[config.mk]
export PLATFORM = sky130hd
export DESIGN_NAME = dma_strobe_timer
export DESIGN_NICKNAME = d
export VERILOG_FILES = /design/src/rtl/dst_pkg.sv /design/src/rtl/dst_cycle_select.sv /design/src/rtl/dst_peak_calc.sv /design/src/rtl/dst_phase_seq.sv /design/src/rtl/dma_strobe_timer.sv
export SDC_FILE = /design/constraint.sdc
export NUM_CORES = 1
export LEC_CHECK = 0
export BUFFER_PORTS_ARGS = -buffer_cell sky130_fd_sc_hd__buf_2
export CORE_ASPECT_RATIO = 0.6
export CORE_MARGIN = 4
export CORE_UTILIZATION = 40
export DETAILED_ROUTE_END_ITERATION = 7
export PLACE_DENSITY_LB_ADDON = 0.3
export RECOVER_POWER = 25
export SYNTH_ARGS = -nofsm -noshare
export SYNTH_HDL_FRONTEND = slang
export SYNTH_SLANG_ARGS = --single-unit
[constraint.sdc]
create_clock -name clk -period 4.9 [get_ports clk]
set_input_delay 1.225 -clock clk [delete_from_list [all_inputs] [get_ports clk]]
set_output_delay 1.225 -clock clk [all_outputs]
set_load 0.02 [all_outputs]
[src/rtl/dst_pkg.sv]
package dst_pkg;
   localparam int MODE_W = 3;
   localparam logic [MODE_W-1:0] MODE_MW1 = 3'd5;
   localparam logic [MODE_W-1:0] MODE_MW2 = 3'd6;

   typedef enum logic [1:0] {
      TT_A = 2'd0,
      TT_B = 2'd1,
      TT_C = 2'd2,
      TT_D = 2'd3
   } tt_e;

   typedef enum logic [1:0] {
      PH_IDLE = 2'd0,
      PH_WAIT = 2'd1,
      PH_ACT  = 2'd2,
      PH_REC  = 2'd3
   } ph_e;
endpackage

[src/rtl/dst_cycle_select.sv]
module dst_cycle_select
   import dst_pkg::*;
#(
   parameter int TIME_W   = 16,
   parameter int FAST_NS  = 250,
   parameter int SLOW_NS  = 480,
   parameter int CYC_B_NS = 437,
   parameter int CYC_C_NS = 250,
   parameter int CYC_D_NS = 187
) (
   input  logic [MODE_W-1:0] mode,
   input  logic [TIME_W-1:0] drive_ns,
   output logic [TIME_W-1:0] cyc_ns,
   output tt_e               ttype
);
   localparam logic [TIME_W-1:0] FAST_V = TIME_W'(FAST_NS);
   localparam logic [TIME_W-1:0] SLOW_V = TIME_W'(SLOW_NS);

   logic fast_mode;

   always_comb begin
      fast_mode = (mode == MODE_MW1) || (mode == MODE_MW2);
      if (fast_mode)
         cyc_ns = (drive_ns > FAST_V) ? drive_ns : FAST_V;
      else
         cyc_ns = SLOW_V;
   end

   always_comb begin
      if (int'(cyc_ns) <= CYC_D_NS)      ttype = TT_D;
      else if (int'(cyc_ns) <= CYC_C_NS) ttype = TT_C;
      else if (int'(cyc_ns) <= CYC_B_NS) ttype = TT_B;
      else                               ttype = TT_A;
   end
endmodule

[src/rtl/dst_peak_calc.sv]
module dst_peak_calc #(
   parameter int TIME_W   = 16,
   parameter int PEAK_NUM = 2000,
   parameter int PEAK_MAX = 16,
   parameter int PEAK_W   = $clog2(PEAK_MAX + 1)
) (
   input  logic [TIME_W-1:0] cyc_ns,
   output logic [PEAK_W-1:0] peak
);
   logic [PEAK_MAX-1:0] fits;

   for (genvar k = 0; k < PEAK_MAX; k++) begin : g_fit
      assign fits[k] = ((k + 1) * int'(cyc_ns)) <= PEAK_NUM;
   end

   always_comb begin
      peak = '0;
      for (int i = 0; i < PEAK_MAX; i++)
         peak = peak + PEAK_W'(fits[i]);
   end
endmodule

[src/rtl/dst_phase_seq.sv]
module dst_phase_seq
   import dst_pkg::*;
#(
   parameter int COUNT_W = 8,
   parameter int TICK_W  = 4
) (
   input  logic               clk,
   input  logic               rst_n,
   input  logic               start,
   input  logic [COUNT_W-1:0] word_count,
   input  logic               dreq,
   input  logic               abort,
   input  logic [TICK_W-1:0]  act_len,
   input  logic [TICK_W-1:0]  rec_len,
   output logic               strobe,
   output logic               busy,
   output logic               done,
   output logic               residue_nz,
   output logic [COUNT_W-1:0] words_left
);
   localparam logic [TICK_W-1:0]  TICK_ONE  = TICK_W'(1);
   localparam logic [COUNT_W-1:0] COUNT_ONE = COUNT_W'(1);

   ph_e                ph_q;
   logic [TICK_W-1:0]  tick_q;
   logic [COUNT_W-1:0] left_q;
   logic               stop_pend_q;
   logic               done_q;
   logic               res_q;

   always_ff @(posedge clk or negedge rst_n) begin
      if (!rst_n) begin
         ph_q        <= PH_IDLE;
         tick_q      <= '0;
         left_q      <= '0;
         stop_pend_q <= 1'b0;
         done_q      <= 1'b0;
         res_q       <= 1'b0;
      end else begin
         case (ph_q)
            PH_IDLE: begin
               if (start) begin
                  left_q      <= word_count;
                  stop_pend_q <= 1'b0;
                  res_q       <= 1'b0;
                  if (word_count == '0) begin
                     done_q <= 1'b1;
                  end else begin
                     done_q <= 1'b0;
                     ph_q   <= PH_WAIT;
                  end
               end
            end
            PH_WAIT: begin
               if (abort) begin
                  ph_q   <= PH_IDLE;
                  done_q <= 1'b1;
                  res_q  <= (left_q != '0);
               end else if (dreq) begin
                  ph_q   <= PH_ACT;
                  tick_q <= act_len - TICK_ONE;
               end
            end
            PH_ACT: begin
               if (abort) stop_pend_q <= 1'b1;
               if (tick_q == '0) begin
                  ph_q   <= PH_REC;
                  tick_q <= rec_len - TICK_ONE;
                  left_q <= left_q - COUNT_ONE;
               end else begin
                  tick_q <= tick_q - TICK_ONE;
               end
            end
            PH_REC: begin
               if (tick_q == '0) begin
                  if (left_q == '0 || stop_pend_q || abort) begin
                     ph_q   <= PH_IDLE;
                     done_q <= 1'b1;
                     res_q  <= (left_q != '0);
                  end else if (dreq) begin
                     ph_q   <= PH_ACT;
                     tick_q <= act_len - TICK_ONE;
                  end else begin
                     ph_q   <= PH_WAIT;
                  end
               end else begin
                  tick_q <= tick_q - TICK_ONE;
                  if (abort) stop_pend_q <= 1'b1;
               end
            end
            default: ph_q <= PH_IDLE;
         endcase
      end
   end

   assign strobe     = (ph_q == PH_ACT);
   assign busy       = (ph_q != PH_IDLE);
   assign done       = done_q;
   assign residue_nz = res_q;
   assign words_left = left_q;

   logic [TICK_W:0] hi_run_q;
   always_ff @(posedge clk or negedge rst_n) begin
      if (!rst_n)      hi_run_q <= '0;
      else if (strobe) hi_run_q <= hi_run_q + 1'b1;
      else             hi_run_q <= '0;
   end

   AST_ACTIVE_LEN: assert property (@(posedge clk) disable iff (!rst_n)
      $fell(strobe) |-> hi_run_q == {1'b0, act_len});
   AST_DREQ_GATE: assert property (@(posedge clk) disable iff (!rst_n)
      $rose(strobe) |-> $past(dreq));
   AST_WORD_STEP: assert property (@(posedge clk) disable iff (!rst_n)
      busy && $past(busy) |-> (words_left == $past(words_left)) ||
         ((words_left == $past(words_left) - COUNT_ONE) && $fell(strobe)));
   AST_DONE_IDLE: assert property (@(posedge clk) disable iff (!rst_n)
      done |-> !busy && !strobe);
   AST_RES_DONE: assert property (@(posedge clk) disable iff (!rst_n)
      residue_nz |-> done && (words_left != '0));
endmodule

[src/rtl/dma_strobe_timer.sv]
module dma_strobe_timer
   import dst_pkg::*;
#(
   parameter int COUNT_W  = 8,
   parameter int TIME_W   = 16,
   parameter int TICK_W   = 4,
   parameter int FAST_NS  = 250,
   parameter int SLOW_NS  = 480,
   parameter int CYC_A_NS = 562,
   parameter int CYC_B_NS = 437,
   parameter int CYC_C_NS = 250,
   parameter int CYC_D_NS = 187,
   parameter int ACT_A = 4, parameter int REC_A = 5,
   parameter int ACT_B = 3, parameter int REC_B = 4,
   parameter int ACT_C = 2, parameter int REC_C = 2,
   parameter int ACT_D = 1, parameter int REC_D = 2,
   parameter int PEAK_NUM = 2000,
   parameter int PEAK_MAX = 16,
   parameter int PEAK_W   = $clog2(PEAK_MAX + 1)
) (
   input  logic               clk,
   input  logic               rst_n,
   input  logic               start,
   input  logic [2:0]         xfer_mode,
   input  logic [TIME_W-1:0]  drive_cycle_ns,
   input  logic [COUNT_W-1:0] word_count,
   input  logic               dreq,
   input  logic               abort,
   output logic               strobe,
   output logic               busy,
   output logic               done,
   output logic               residue_nz,
   output logic [COUNT_W-1:0] words_left,
   output logic [1:0]         timing_type,
   output logic [TIME_W-1:0]  cycle_ns,
   output logic [PEAK_W-1:0]  peak_mbps
);
   localparam int ACT_TAB[4] = '{ACT_A, ACT_B, ACT_C, ACT_D};
   localparam int REC_TAB[4] = '{REC_A, REC_B, REC_C, REC_D};
   localparam int TOT_TAB[4] = '{CYC_A_NS, CYC_B_NS, CYC_C_NS, CYC_D_NS};
   localparam int TICK_LIM   = 2 ** TICK_W;

   if (ACT_A < 1 || ACT_B < 1 || ACT_C < 1 || ACT_D < 1 ||
       REC_A < 1 || REC_B < 1 || REC_C < 1 || REC_D < 1) begin : g_bad_min
      $error("every phase needs at least one tick");
   end
   if (ACT_A > TICK_LIM || ACT_B > TICK_LIM || ACT_C > TICK_LIM || ACT_D > TICK_LIM ||
       REC_A > TICK_LIM || REC_B > TICK_LIM || REC_C > TICK_LIM || REC_D > TICK_LIM) begin : g_bad_max
      $error("phase length does not fit TICK_W");
   end
   if (!(CYC_D_NS < CYC_C_NS && CYC_C_NS < CYC_B_NS && CYC_B_NS < CYC_A_NS)) begin : g_bad_order
      $error("type cycle totals must rise from D to A");
   end
   if (FAST_NS < 1 || PEAK_NUM / FAST_NS > PEAK_MAX) begin : g_bad_peak
      $error("PEAK_MAX too small for the fastest cycle");
   end
   if (SLOW_NS >= 2 ** TIME_W || CYC_A_NS >= 2 ** TIME_W) begin : g_bad_time
      $error("TIME_W too narrow");
   end

   logic [TIME_W-1:0] sel_cyc;
   tt_e               sel_type;
   logic [PEAK_W-1:0] sel_peak;

   dst_cycle_select #(
      .TIME_W(TIME_W), .FAST_NS(FAST_NS), .SLOW_NS(SLOW_NS),
      .CYC_B_NS(CYC_B_NS), .CYC_C_NS(CYC_C_NS), .CYC_D_NS(CYC_D_NS)
   ) u_sel (
      .mode     (xfer_mode),
      .drive_ns (drive_cycle_ns),
      .cyc_ns   (sel_cyc),
      .ttype    (sel_type)
   );

   dst_peak_calc #(
      .TIME_W(TIME_W), .PEAK_NUM(PEAK_NUM), .PEAK_MAX(PEAK_MAX), .PEAK_W(PEAK_W)
   ) u_peak (
      .cyc_ns (sel_cyc),
      .peak   (sel_peak)
   );

   tt_e               type_r;
   logic [TIME_W-1:0] cyc_r;
   logic [PEAK_W-1:0] peak_r;
   logic              seq_busy;

   always_ff @(posedge clk or negedge rst_n) begin
      if (!rst_n) begin
         type_r <= TT_A;
         cyc_r  <= '0;
         peak_r <= '0;
      end else if (start && !seq_busy) begin
         type_r <= sel_type;
         cyc_r  <= sel_cyc;
         peak_r <= sel_peak;
      end
   end

   logic [TICK_W-1:0] act_len;
   logic [TICK_W-1:0] rec_len;
   always_comb begin
      act_len = TICK_W'(ACT_TAB[int'(type_r)]);
      rec_len = TICK_W'(REC_TAB[int'(type_r)]);
   end

   dst_phase_seq #(
      .COUNT_W(COUNT_W), .TICK_W(TICK_W)
   ) u_seq (
      .clk        (clk),
      .rst_n      (rst_n),
      .start      (start),
      .word_count (word_count),
      .dreq       (dreq),
      .abort      (abort),
      .act_len    (act_len),
      .rec_len    (rec_len),
      .strobe     (strobe),
      .busy       (seq_busy),
      .done       (done),
      .residue_nz (residue_nz),
      .words_left (words_left)
   );

   assign busy        = seq_busy;
   assign timing_type = type_r;
   assign cycle_ns    = cyc_r;
   assign peak_mbps   = peak_r;

   AST_TYPE_FIT: assert property (@(posedge clk) disable iff (!rst_n)
      busy |-> (type_r == TT_A) || (TOT_TAB[int'(type_r)] >= int'(cyc_r)));
   AST_CFG_HOLD: assert property (@(posedge clk) disable iff (!rst_n)
      busy && $past(busy) |-> $stable(type_r) && $stable(cyc_r));
   AST_CYC_FLOOR: assert property (@(posedge clk) disable iff (!rst_n)
      busy |-> int'(cyc_r) >= FAST_NS);
endmodule

==> impl_metrics.ini <==
[outcome]
run_status = finished, violations left
failed_checks = max-capacitance violations, max-slew violations, negative setup slack

[clocking]
cts_made_buffers = 5
clock_transition_time_at_the_flip_flop_clock_pins_of_the_worst_setup_and_hold_paths_ns = 0.06
htree_levels = 2
root_buffer = sky130_fd_sc_hd__clkbuf_16
clock_sink_count = 40
cts_tree = yes
insertion_delay_ns = 0.28
clk_path_buf_depth = 2

[floorplan]
placement_rows = 45
fp.dieArea_mm2 = 0.0291
die-height_um = 134
core-area_mm2 = 0.0256
floorplan.die.width_um = 218
io_pins = 67
initial_utilization = 0.412

[routing]
number_of_violations_reported_at_the_end_of_detailed_routing_iteration_0 = 1088
route.vias.total = 12100
finalWirelength_um = 40000
first_pass_drt_iterations = 6
detail_route.drc_violations = 0
detail_route.wl_per_cell_um = 18.6
post_route_ant_nets = 0
route.detailed.vias_per_inst = 5.62

[worst_setup_path]
worst-path-buf-inv = 8
arrival_time_at_the_worst_endpoint_ns = 8.10
critPathKind = input pin to flop
worst_setup_path_start_kind = input pin
critical_path_required_ns = 5.02
critPathSlowestCell = sky130_fd_sc_hd__fa_1
timing.critical_path.slowest_cell_delay_ns = 0.61
critPathMaxFanout = 4
timing.critical_path.max_delay_family = adder cells
crit_top_cell = sky130_fd_sc_hd__fa_1
endpoint_kind = flop

[placement]
place_ws_ns = -3.78
place.gp.congestion = 1.01
place_hpwl_um = 33500
numPortBuffers = 66
placed_cell_area_mm2 = 0.0147

[yosys]
ys_top_cells_by_area = sky130_fd_sc_hd__ha_1 21%, sky130_fd_sc_hd__fa_1 16%, sky130_fd_sc_hd__dfrtp_1 9.5%
synth_enable_flop_cells = 0
yosysUniqueCellTypes = 77
yosys_most_used_dff = sky130_fd_sc_hd__dfrtp_1
synth.top_cell.area_share = 0.208
synth_async_sr_flop_share = 1.00
yosysWarningCount = 0
syn_area_per_cell_um2 = 8.19
synth_top_area_cell = sky130_fd_sc_hd__ha_1
ys_ff_latch = 40
synth_seq_area_share = 0.0949
synthesis.area_mm2 = 0.0105
postSynthCellCount = 1287
postSynthNetCount = 1577

[final_layout]
drive_above_1_share = 0.376
seq_area_mm2 = 0.00100
number_of_inserted_filler_cells_in_the_final_layout = 2173
final_instance_area_mm2 = 0.0158
design.final.nets = 2089
combined_area_of_the_multi_input_logic_cells_mm2 = 0.00979
synthToLayoutAreaGrowth_pct = 49.6
most-common-layout-cells = 441 x sky130_fd_sc_hd__buf_4, 151 x sky130_fd_sc_hd__ha_1, 110 x sky130_fd_sc_hd__inv_1, 89 x sky130_fd_sc_hd__nand2_1
layout.cells.most_common = sky130_fd_sc_hd__buf_4

[flow_run]
max_cap_viol_count = 1

[global_routing]
initial_antenna_violation_count = 2
grt_pass1_wl_um = 61600
grt_pass1_vias = 11600
total_routing_resource_utilization_after_global_routing = 0.261
grt.overflow.total = 0
grt_max_degree = 44

[timing]
final-max-slew-violation-count = 41
layout_worst_path_cycle_share = 1.63
fin_tns_setup_ns = -15.06
tightestPinTransition_ns = 2.17
rsz0062_at_grt = true
slew_headroom = -0.447
post-route-min-period_ns = 7.99
fmax_achieved_mhz = 125
finClkSkew_ns = 0.00826
setup_ws_ns = -3.09
hold_ws_ns = 0.482
timing.final.setup_violations = 5
hold_viol_final = 0

[power_and_ir_drop]
vdd_ir_drop_max_v = 0.000230
cellPowerDensity_mw_per_mm2 = 292
total_power_mw = 4.61
static-leakage-power_nw = 7.74

[min_path]
hold_crit_class = flop to flop
==> area by class of cell <==
type | instances | area share
multi-input cells | 1103 | 0.621
repair buffers | 520 | 0.245
flip-flops and latches | 40 | 0.0635
inverters | 129 | 0.0316
well taps | 352 | 0.0279
clock buffers | 6 | 0.00881
clock inverters | 2 | 0.00246
diodes | 1 | 0.000159
==> worst min-delay path: stages (launching register included) <==
cell and delay [ns]:
sky130_fd_sc_hd__dfrtp_1 0.34, sky130_fd_sc_hd__nand2_1 0.04, sky130_fd_sc_hd__o21ai_0 0.06
==> Yosys cell counts (14+ instances only) <==
library cell / n
sky130_fd_sc_hd__nor2_1: 92
sky130_fd_sc_hd__dfrtp_1: 40
sky130_fd_sc_hd__clkbuf_1: 15
sky130_fd_sc_hd__nor3_1: 36
sky130_fd_sc_hd__a21o_1: 26
sky130_fd_sc_hd__o211ai_1: 14
sky130_fd_sc_hd__o21a_1: 17
sky130_fd_sc_hd__ha_1: 175
sky130_fd_sc_hd__nand2_1: 91
sky130_fd_sc_hd__nand3_1: 28
sky130_fd_sc_hd__inv_1: 129
sky130_fd_sc_hd__fa_1: 83
sky130_fd_sc_hd__a21oi_1: 97
sky130_fd_sc_hd__o21ai_0: 103
sky130_fd_sc_hd__nand2b_1: 16
sky130_fd_sc_hd__a31oi_1: 16
sky130_fd_sc_hd__xnor2_1: 27
sky130_fd_sc_hd__nand4_1: 15
sky130_fd_sc_hd__xor2_1: 23
sky130_fd_sc_hd__a211oi_1: 18
==> power breakdown <==
| part | switching, mW | total, mW | leakage [nW] | internal, mW |
|---|---|---|---|---|
| sequential | 0.150 | 0.635 | 0.501 | 0.485 |
| clock | 0.137 | 0.392 | 0.0871 | 0.255 |
| combinational | 1.93 | 3.59 | 7.15 | 1.66 |
| total | 2.21 | 4.61 | 7.74 | 2.40 |
==> per-layer routing <==
layer	vias to the layer above	part of all wire	track usage
li1	5748	-	-
met1	5786	0.47	0.401
met2	519	0.40	0.363
met3	55	0.12	0.0827
met4	2	0.014	0.0307
met5	-	0.00020	0
==> flip-flops by register name, summed over array words and instances (netlist names) <==
signal and flops:
cycle_ns 16, peak_mbps 5, timing_type 2, u_seq.done 1, u_seq.ph_q 2, u_seq.residue_nz 1, u_seq.stop_pend_q 1, u_seq.tick_q 4
u_seq.words_left 8
==> stage by stage <==
| stage | utilization | std cells |
|---|---|---|
| after detailed placement | 0.575 | 2120 |
| after global routing | 0.616 | 2153 |
| after CTS | 0.597 | 2140 |
| final | 0.616 | 2153 |
| after floorplan | - | 1287 |
| after global placement | 0.575 | 2120 |
==> what timing repair did <==
action | CTS | global route
pin swaps | 40 | 42
resized for setup | 59 | 80
hold endpoints to repair | 0 | 0
hold buffers | 0 | 0
setup buffers | 12 | 12
setup endpoints to repair | 5 | 5
==> final timing paths <==
| check | cells after the start | to | slack (ns) | startpoint |
|---|---|---|---|---|
| min reg2reg | 2 | cycle_ns[6] | 0.48 | cycle_ns[6] |
| max reg2reg | 7 | u_seq.words_left[0] | 1.99 | u_seq.ph_q[0] |
| min in group asynchronous | 1 | u_seq.residue_nz | 1.57 | rst_n |
| max in group asynchronous | 1 | u_seq.words_left[5] | 2.08 | rst_n |
| max | 28 | peak_mbps[2] | -3.09 | drive_cycle_ns[13] |
| min | 2 | cycle_ns[6] | 0.48 | cycle_ns[6] |
==> logic make-up after synthesis <==
logic type                 after synthesis  synth area share
muxes                                   18            0.0177
xor gates and xnor gates                50            0.0415
adders and majority gates              258             0.365
and+or+nand+nor                        364             0.172
buffers and inverters                  144            0.0513
AOI/OAI and AO/OA                      413             0.257
DFF                                     40            0.0949
Power figures use the tool's default switching activity.
